===== config.mk =====
export PLATFORM = sky130hd
export DESIGN_NAME = wol_magic_detect
export DESIGN_NICKNAME = d
export VERILOG_FILES = /design/src/rtl/wol_pkg.sv /design/src/rtl/wol_dest_filter.sv /design/src/rtl/wol_pattern_scan.sv /design/src/rtl/wol_notify.sv /design/src/rtl/wol_magic_detect.sv
export SDC_FILE = /design/constraint.sdc
export NUM_CORES = 1
export LEC_CHECK = 0
export BUFFER_PORTS_ARGS = -buffer_cell sky130_fd_sc_hd__buf_2
export CAP_MARGIN = 20
export CORE_ASPECT_RATIO = 1.2
export CORE_MARGIN = 2
export CORE_UTILIZATION = 40
export CTS_BUF_LIST = sky130_fd_sc_hd__clkbuf_8
export DETAILED_ROUTE_END_ITERATION = 6
export PLACE_DENSITY = 0.69
export SETUP_SLACK_MARGIN = 0.1
export SLEW_MARGIN = 25
export SYNTH_ARGS = -nofsm -noshare
export SYNTH_HDL_FRONTEND = slang
export SYNTH_SLANG_ARGS = --single-unit
export TNS_END_PERCENT = 10

===== constraint.sdc =====
create_clock -name clk -period 2.9 [get_ports clk]
set_clock_uncertainty 0.05 [all_clocks]
set_input_delay 0.29 -clock clk [delete_from_list [all_inputs] [get_ports clk]]
set_output_delay 0.29 -clock clk [all_outputs]
set_load 0.01 [all_outputs]

===== src/rtl/wol_pkg.sv =====
package wol_pkg;
  localparam int ADDR_BYTES_DEF = 6;
  localparam int SYNC_LEN_DEF   = 6;
  localparam int COPIES_DEF     = 16;
  localparam logic [7:0] SYNC_BYTE = 8'hFF;
endpackage


===== src/rtl/wol_dest_filter.sv =====
module wol_dest_filter #(
  parameter int ADDR_BYTES = wol_pkg::ADDR_BYTES_DEF
) (
  input  logic                    clk,
  input  logic                    rst_n,
  input  logic                    in_valid,
  input  logic                    in_sof,
  input  logic                    in_eof,
  input  logic [7:0]              in_data,
  input  logic [8*ADDR_BYTES-1:0] station_addr,
  output logic                    frame_start,
  output logic                    pay_valid
);
  localparam int HDR = 2 * ADDR_BYTES;
  localparam int PW  = $clog2(HDR + 1);
  localparam int AW  = $clog2(ADDR_BYTES);

  logic [7:0]    addr_b [ADDR_BYTES];
  logic [PW-1:0] pos, cur;
  logic          in_frame, own_ok, grp_ok, take, own_nx;

  for (genvar g = 0; g < ADDR_BYTES; g++) begin : g_bytes
    assign addr_b[g] = station_addr[8*(ADDR_BYTES-1-g) +: 8];
  end

  assign frame_start = in_valid & in_sof;
  assign take        = in_valid & (in_sof | in_frame);
  assign cur         = in_sof ? '0 : pos;
  assign own_nx      = ((cur == '0) ? 1'b1 : own_ok) &
                       (cur < PW'(ADDR_BYTES)) &&
                       (in_data == addr_b[cur[AW-1:0]]);
  assign pay_valid   = take & (cur == PW'(HDR)) & (own_ok | grp_ok);

  always_ff @(posedge clk) begin
    if (!rst_n) begin
      pos      <= '0;
      in_frame <= 1'b0;
      own_ok   <= 1'b0;
      grp_ok   <= 1'b0;
    end else if (take) begin
      in_frame <= ~in_eof;
      if (cur < PW'(HDR)) pos <= cur + 1'b1;
      if (cur < PW'(ADDR_BYTES)) own_ok <= own_nx;
      if (cur == '0) grp_ok <= in_data[0];
    end
  end

  assert_pos_bound_R3: assert property (@(posedge clk) disable iff (!rst_n)
    pos <= PW'(HDR));
  assert_sof_restart_R9: assert property (@(posedge clk) disable iff (!rst_n)
    frame_start && !in_eof |=> in_frame && pos == PW'(1));
endmodule


===== src/rtl/wol_pattern_scan.sv =====
module wol_pattern_scan #(
  parameter int ADDR_BYTES = wol_pkg::ADDR_BYTES_DEF,
  parameter int SYNC_LEN   = wol_pkg::SYNC_LEN_DEF,
  parameter int COPIES     = wol_pkg::COPIES_DEF
) (
  input  logic                    clk,
  input  logic                    rst_n,
  input  logic                    en,
  input  logic                    clear,
  input  logic                    pay_valid,
  input  logic [7:0]              in_data,
  input  logic [8*ADDR_BYTES-1:0] station_addr,
  output logic                    hit
);
  localparam int SW = $clog2(SYNC_LEN + 1);
  localparam int AW = $clog2(ADDR_BYTES);
  localparam int CW = $clog2(COPIES);

  logic [7:0]    addr_b [ADDR_BYTES];
  logic [SW-1:0] sync_cnt;
  logic [AW-1:0] byte_idx;
  logic [CW-1:0] copy_idx;
  logic          synced, is_sync, match, last_b, last_c, run_start;

  for (genvar g = 0; g < ADDR_BYTES; g++) begin : g_bytes
    assign addr_b[g] = station_addr[8*(ADDR_BYTES-1-g) +: 8];
  end

  assign synced    = (sync_cnt == SW'(SYNC_LEN));
  assign is_sync   = (in_data == wol_pkg::SYNC_BYTE);
  assign match     = (in_data == addr_b[byte_idx]);
  assign last_b    = (byte_idx == AW'(ADDR_BYTES - 1));
  assign last_c    = (copy_idx == CW'(COPIES - 1));
  assign run_start = (byte_idx == '0) && (copy_idx == '0);
  assign hit       = en & pay_valid & synced & match & last_b & last_c;

  always_ff @(posedge clk) begin
    if (!rst_n || !en || clear) begin
      sync_cnt <= '0;
      byte_idx <= '0;
      copy_idx <= '0;
    end else if (pay_valid) begin
      if (!synced) begin
        sync_cnt <= is_sync ? sync_cnt + 1'b1 : '0;
      end else if (match) begin
        if (last_b) begin
          byte_idx <= '0;
          if (last_c) begin
            copy_idx <= '0;
            sync_cnt <= '0;
          end else begin
            copy_idx <= copy_idx + 1'b1;
          end
        end else begin
          byte_idx <= byte_idx + 1'b1;
        end
      end else if (!(run_start && is_sync)) begin
        byte_idx <= '0;
        copy_idx <= '0;
        sync_cnt <= is_sync ? SW'(1) : '0;
      end
    end
  end

  assert_sync_bound_R3: assert property (@(posedge clk) disable iff (!rst_n)
    sync_cnt <= SW'(SYNC_LEN));
  assert_clear_on_sof_R9: assert property (@(posedge clk) disable iff (!rst_n)
    clear |=> sync_cnt == '0 && copy_idx == '0 && byte_idx == '0);
  assert_idle_when_off_R1: assert property (@(posedge clk) disable iff (!rst_n)
    !en |=> sync_cnt == '0);
  assert_break_restart_R5: assert property (@(posedge clk) disable iff (!rst_n)
    en && !clear && pay_valid && synced && !match && !(run_start && is_sync)
    |=> copy_idx == '0 && byte_idx == '0);
endmodule


===== src/rtl/wol_notify.sv =====
module wol_notify (
  input  logic clk,
  input  logic rst_n,
  input  logic hit,
  input  logic status_clr,
  input  logic notify_sel,
  output logic mp_status,
  output logic irq_out,
  output logic pme_out
);
  always_ff @(posedge clk) begin
    if (!rst_n) mp_status <= 1'b0;
    else        mp_status <= hit | (mp_status & ~status_clr);
  end

  assign irq_out = mp_status & ~notify_sel;
  assign pme_out = mp_status &  notify_sel;

  assert_hit_sets_R7: assert property (@(posedge clk) disable iff (!rst_n)
    hit |=> mp_status);
  assert_sticky_R7: assert property (@(posedge clk) disable iff (!rst_n)
    mp_status && !status_clr |=> mp_status);
  assert_clear_R7: assert property (@(posedge clk) disable iff (!rst_n)
    status_clr && !hit |=> !mp_status);
endmodule


===== src/rtl/wol_magic_detect.sv =====
module wol_magic_detect #(
  parameter int ADDR_BYTES = wol_pkg::ADDR_BYTES_DEF,
  parameter int SYNC_LEN   = wol_pkg::SYNC_LEN_DEF,
  parameter int COPIES     = wol_pkg::COPIES_DEF
) (
  input  logic                    clk,
  input  logic                    rst_n,
  input  logic                    rx_valid,
  input  logic                    rx_sof,
  input  logic                    rx_eof,
  input  logic [7:0]              rx_data,
  input  logic [8*ADDR_BYTES-1:0] station_addr,
  input  logic                    det_enable,
  input  logic                    low_power,
  input  logic                    notify_sel,
  input  logic                    status_clr,
  output logic                    mp_status,
  output logic                    irq_out,
  output logic                    pme_out,
  output logic                    rx_block
);
  logic detect_on, frame_start, pay_valid, hit;

  assign detect_on = det_enable | low_power;
  assign rx_block  = detect_on;

  wol_dest_filter #(.ADDR_BYTES(ADDR_BYTES)) u_filter (
    .clk, .rst_n,
    .in_valid(rx_valid), .in_sof(rx_sof), .in_eof(rx_eof), .in_data(rx_data),
    .station_addr, .frame_start, .pay_valid
  );

  wol_pattern_scan #(.ADDR_BYTES(ADDR_BYTES), .SYNC_LEN(SYNC_LEN), .COPIES(COPIES)) u_scan (
    .clk, .rst_n, .en(detect_on), .clear(frame_start), .pay_valid,
    .in_data(rx_data), .station_addr, .hit
  );

  wol_notify u_notify (
    .clk, .rst_n, .hit, .status_clr, .notify_sel, .mp_status, .irq_out, .pme_out
  );

  assert_no_hit_off_R1: assert property (@(posedge clk) disable iff (!rst_n)
    !detect_on && !mp_status && !status_clr |=> !mp_status);
endmodule


### Word level (Yosys, flattened, before mapping)

Cells that the tools add are included.

* register bits: 18
* output and inout bits: 4
* logic and storage cells: 88

* $add $sub $neg: 4
* order comparisons: 4
* equality and inequality tests: 12
* muxes and demuxes: 22
* bitwise gates (word level): 22
* reduce and logical (&&, ||, !) cells: 16

Operators with widths (number)
* binary-select mux 8 bit (select 3 bit): 2
* 2-to-1 mux 8 bit: 4
* 2-to-1 mux 3 bit: 9
* 2-to-1 mux 4 bit: 5
* equality test 8 bit: 2
* AND 1 bit: 13
* inequality test 3 bit, second input constant: 3
* adder 4 x 1 -> 4 bit, second input constant: 2
* equality test 4 bit, second input constant: 2
* equality test 8 bit, second input constant: 1
* greater-or-equal comparator 4 bit, second input constant: 2
* logical NOT 4 bit: 2
* inverter 3 -> 4 bit: 2
* AND reduction 4 bit: 2
* adder 3 x 1 -> 3 bit, second input constant: 2
* equality test 3 bit, second input constant: 2
* AND reduction 2 bit: 3
* less-than comparator 4 x 3 -> 1 bit, second input constant: 1
* less-than comparator 4 bit, second input constant: 1
* OR 1 bit: 4
* logical AND 1 bit: 3
* logical NOT 3 bit: 1
* inverter 1 bit: 3
* AND reduction 3 bit: 1
* 5 further kinds: 8

### Longest topological paths before layout

* word-level depth: 10
* mapped depth: 12

### By module

From an unflattened synthesis, not the netlist that was laid out.

* cells, all modules: 325
* area total of the unflattened synthesis: 2519.9 um2

By module, submodules not included
* wol_pattern_scan: instances 1, cells an instance 176, area each 1413.9 um2
* wol_dest_filter: instances 1, cells an instance 143, area each 1053.5 um2
* wol_notify: instances 1, cells an instance 5, area each 46.3 um2
* wol_magic_detect: instances 1, cells an instance 1, area each 6.3 um2

### Worst setup path after synthesis

No wires, ideal clock.

* path type: reg-to-reg
* from: reg u_filter.pos[0]
* to: reg u_scan.copy_idx[2]
* library setup time: 0.073 ns
* arrival: 2.447 ns
* data required time: 2.777 ns
* setup slack: 0.330 ns
* cell stages (with the launch flop): 12
* buffers on the path: 2
* path through: dfxtp_1 -> clkbuf_1 -> nor2b_1 -> clkbuf_1 -> inv_1 -> ha_1 -> nor4b_2 -> nand3_1 -> nor2_1 -> a21oi_1 -> a311o_1 -> a21oi_1

* word-level cells in the longest chain between the ends: 5

Ends and longest elaborated chain
* from (decl): RTL line wol_dest_filter.sv:19 `logic [PW-1:0] pos, cur;`
* from (signal assigned): RTL line wol_dest_filter.sv:42 `if (cur < PW'(HDR)) pos <= cur + 1'b1;`
* 2-to-1 mux 4 bit: RTL line wol_dest_filter.sv:28 `assign cur = in_sof ? '0 : pos;`
* equality test 4 bit: RTL line wol_dest_filter.sv:32 `assign pay_valid = take & (cur == PW'(HDR)) & (own_ok | grp_ok);`
* AND 1 bit (2 in a row): RTL line wol_dest_filter.sv:32
* AND reduction 4 bit (no line)
* to (signal assigned): RTL line wol_pattern_scan.sv:52 `copy_idx <= copy_idx + 1'b1;`
* to (decl): RTL line wol_pattern_scan.sv:22 `logic [CW-1:0] copy_idx;`

No other way between the ends.
A chain may end at the register's enable or synchronous reset.

### Worst setup path in the final report

* from: reg u_scan.byte_idx[2]
* to: reg u_scan.sync_cnt[1]

* word-level cells in the longest chain between the ends: 7
* elaborated cells on any way between the ends: 15
* those cells by class: eq/ne (5); mux (5); bitwise (1); reduce/logical (4)

Ends and longest elaborated chain
* from (decl): RTL line wol_pattern_scan.sv:21 `logic [AW-1:0] byte_idx;`
* from (signal assigned): RTL line wol_pattern_scan.sv:55 `byte_idx <= byte_idx + 1'b1;`
* inverter 3 -> 4 bit (implied by the code): RTL line wol_pattern_scan.sv:31 `assign match = (in_data == addr_b[byte_idx]);`
* binary-select mux 8 bit (select 3 bit): RTL line wol_pattern_scan.sv:31
* 2-to-1 mux 8 bit (implied by the code) (2 in a row): RTL line wol_pattern_scan.sv:31
* equality test 8 bit: RTL line wol_pattern_scan.sv:31
* inequality test 3 bit (no line) / 2-to-1 mux 3 bit (equally long branches)
* AND reduction 4 bit (no line) / 2-to-1 mux 3 bit (equally long branches)
* to (signal assigned): RTL line wol_pattern_scan.sv:44 `sync_cnt <= is_sync ? sync_cnt + 1'b1 : '0;`
* to (signal assigned): RTL line wol_pattern_scan.sv:60 `sync_cnt <= is_sync ? SW'(1) : '0;`
* to (decl): RTL line wol_pattern_scan.sv:20 `logic [SW-1:0] sync_cnt;`

Several ways; a longest one is shown, not always the timed one. The select of a mux whose other input is x is not followed.

==> key figures <==
Timing
  • Setup violators final: 0
  • Slew Viols, Final: 0
  • Hold Violations, Final: 0
  • Tcrit/Tclk final: between 90% and 100%
  • Fmax: 382 MHz
  • Min Tclk post-route: approximately 2.6 ns
  • Worst rel slew slack: 69.1%
  • Worst Tran Pin Value: 0.461 ns
  • Setup TNS: 0 ns
  • Setup repair after global routing missed its margin: false

Routing
  • Detailed Routing Iterations Pass 1: 4
  • Vias: roughly 2700
  • Post-DR vias/cell: 5.80
  • Drt total wl: between 7000 and 8000 um
  • Detailed Route Iter0 Violations: 151
  • Antenna-violating nets left: 0
  • DRC errors left: 0
  • Drt wl/cell: 15.8 um

Synthesis
  • Synth Area in Compound Gates: between 10% and 20%
  • Number of flops mapped to enable cells by yosys: 0
  • XOR/XNOR Fraction of Synth Area: 4.20%
  • Mapped Area: about 2500 um^2
  • Leading area contributor after synthesis: dfxtp_1
  • Top cells by area, synth: dfxtp_1, mux2i_1, mux2_2, a21oi_1, nor2_1
  • Most used flip-flop cell after synthesis: dfxtp_1
  • Share of the synthesized area in the top cell type: 14.4%
  • Most common library cells after synthesis: mux2i_1, a21oi_1, nor2_1
  • Sequential element share of the synthesized area: 14.4%
  • Cell with the most instances after synthesis: mux2i_1
  • Post-synth ARST share: 0%
  • Post-synthesis adder-cell area fraction: ~3.0%
  • Post-Synth Simple-Gate Area: 29.7%
  • Multiplexer share of the synthesized area: 21.7%
  • Yosys warns: 0
  • Cells after synthesis: 326
  • Library cells used by synthesis: 59
  • Mapped Avg Cell Area: 7.68 um^2
  • Seq cells post-synth: 18
  • Mapped Nets: 397
  • Largest family of logic cells by synthesized area: simple AND/OR/NAND/NOR gates

Clocking
  • Root Driver: clkbuf_8
  • Post-CTS setup buffer count: 0
  • Hold-fix buffer count after cts: 0
  • CTS Buf Count: 3
  • CTS sink count: 18
  • Clk_lat worst skew: 0.26 ns
  • TritonCTS clock tree: built
  • Clock Path Buffers: 2
  • H-Tree Depth: 1
  • Clock slew at reported path FFs: 0.08 ns

Critical path
  • CP Max Fanout: 24
  • R2R setup slack: 0.28 ns
  • Reg2reg start: u_scan.byte_idx[2]
  • Reg2Reg Depth: 8
  • Critical Path Max Stage Delay: roughly 0.47 ns
  • Crit path DAT: 2.78 ns
  • Critical R2R Capture: u_scan.sync_cnt[1]
  • CP Class: register to register
  • CP startpoint kind: register
  • CP max stage cell: or3b_2
  • WP data required: slightly above 3 ns
  • Crit-path cells: buf_4 -> or3b_2 -> mux2i_1 -> nand4bb_1 -> o2111ai_1 -> or2_4 -> a2111oi_1 -> nand2b_1
  • Crit. End Element: register

Power and ir drop
  • Logic gate share of total power: 34.7%
  • Clock share of power: 27.4%
  • NetSw: between 200 and 250 uW
  • Worst vdd ir: between 0.0003 and 0.0004 V
  • Pint: 457 uW
  • Sequential power share: 37.9%
  • Overall Power: 668 uW
  • Leak Pwr: 0.00115 uW
  • Sw Ratio: 31.5%
  • Pwr dens: 223 nW/um^2

Die
  • # rows: 31
  • Die H: 90.7 um
  • Core footprint: 6050 um^2
  • Die Wd: 76.2 um
  • Number of top-level pins: 69
  • Die area: just under 7000 um^2
  • Starting density of the core: between 40 and 50%

Global route
  • Total grt overflow: 0
  • Total GRT Usage: 20.9%
  • Global-route wire length before repair: 12100 um
  • Antenna violations before repair: 0
  • Number of global-route vias before repair: 2587
  • Largest net degree at the start of global routing: 25

Placed design
  • GPL Wtd Cong: roughly 0.95
  • Final HPWL DP: a little over 6000 um
  • Port bufs: 68

Final layout
  • Ant. Diodes: 0
  • Share of cells above drive strength 1: a little under a third
  • Final nets: about 460
  • # fillers: 642
  • Area grow syn2layout: 19.6%

Run
  • Max-cap violations: 0

Hold path
  • Hold depth: 2
  • HP Class: primary input to register
  • Hold Path Sink: u_filter.in_frame
  • Min-delay src: rx_eof

Status
  • Outcome: finished clean
[what timing repair did]
action	4_1_cts	5_1_grt
gates resized for setup	3	1
setup endpoints to repair	1	1
cloned	0	0
[layer usage]
metal / wire length, um / vias to the layer above / GRT usage [%]
li1: - / 1340 / -
met1: 3040 / 1280 / 25.6
met2: 3830 / 92 / 38.1
met3: 381 / 16 / 2.00
met4: 160 / 0 / 6.97
met5: 0 / - / 0
[critical path, delay by kind of cell, from the launching register on]
kind / cells / cell delay, ns
mux: 1 / 0.13
buf+inv: 1 / 0.24
flops: 1 / 0.40
simple gates: 4 / 1.14
compound gates: 2 / 0.60
[placed cells by master (no fill, tap or decap), drive strengths merged, types with 3 or more instances in the layout]
cell type / count
buf: 84
mux2i: 33
a21oi: 22
nor2: 22
nand2: 21
dfxtp: 18
mux2: 14
inv: 12
nor3: 12
o21ai: 12
or2: 11
xor2: 9
or3b: 8
nand3: 8
o221ai: 8
o22ai: 8
nor2b: 8
nor3b: 6
ha: 6
nand2b: 5
nand4: 5
and3: 4
nand3b: 4
or3: 3
o2111ai: 3
o21a: 3
a31oi: 3
xnor2: 3
clkbuf: 3
a211oi: 3
[sequential cells by signal (all words and copies together), names as in the netlist]
signal,count
u_filter.grp_ok,1
u_filter.in_frame,1
u_filter.own_ok,1
u_filter.pos,4
u_notify.mp_status,1
u_scan.byte_idx,3
u_scan.copy_idx,4
u_scan.sync_cnt,3
[power by group through the flow]
| stage | Clock, uW | Sequential (uW) | Combinational, uW |
|---|---|---|---|
| detailed placement | 0 | 259 | 230 |
| finish | 183 | 253 | 232 |
| global placement | 0 | 258 | 227 |
| floorplan | 0 | 258 | 139 |
| CTS | 182 | 253 | 231 |
| global route | 193 | 253 | 255 |
[kinds of logic after synthesis]
kind of cell,after synthesis
muxes,49
buffers and inverters,38
xor gates and xnor gates,12
DFF,18
AOI/OAI and AO/OA,74
and+or+nand+nor,129
adders and majority gates,6
[cell type report]
type	count	area [um^2]	share of cell area [%]
clock buffers	3	41.3	1.38
well taps	82	103	3.43
multi-input cells	270	1970	65.7
flip-flops and latches	18	363	12.1
inverters	13	48.8	1.63
repair buffers	84	473	15.8
[stage by stage]
stage                     area [um^2]  hold slack, ns  setup WS [ns]  std cells  utilization, %
after floorplan                  2500           0.336          0.330        326               -
after global placement           2950           0.408          0.243        467            48.7
after detailed placement         2950           0.420         0.0347        467            48.7
after CTS                        2990           0.161          0.174        470            49.5
after global routing             3000           0.165          0.129        470            49.5
final                            3000           0.163          0.280        470            49.5
[worst max-delay path by stage]
stage                                  start                  to  cells past startpoint
final                     u_scan.byte_idx[2]  u_scan.sync_cnt[1]                      8
after floorplan              u_filter.pos[0]  u_scan.copy_idx[2]                     11
after global routing      u_scan.byte_idx[2]  u_scan.sync_cnt[1]                      8
after detailed placement  u_scan.byte_idx[1]  u_scan.sync_cnt[1]                      7
after global placement    u_scan.byte_idx[1]  u_scan.sync_cnt[1]                      7
after CTS                 u_scan.byte_idx[2]  u_scan.sync_cnt[1]                      8
Power figures use the tool's default switching activity.
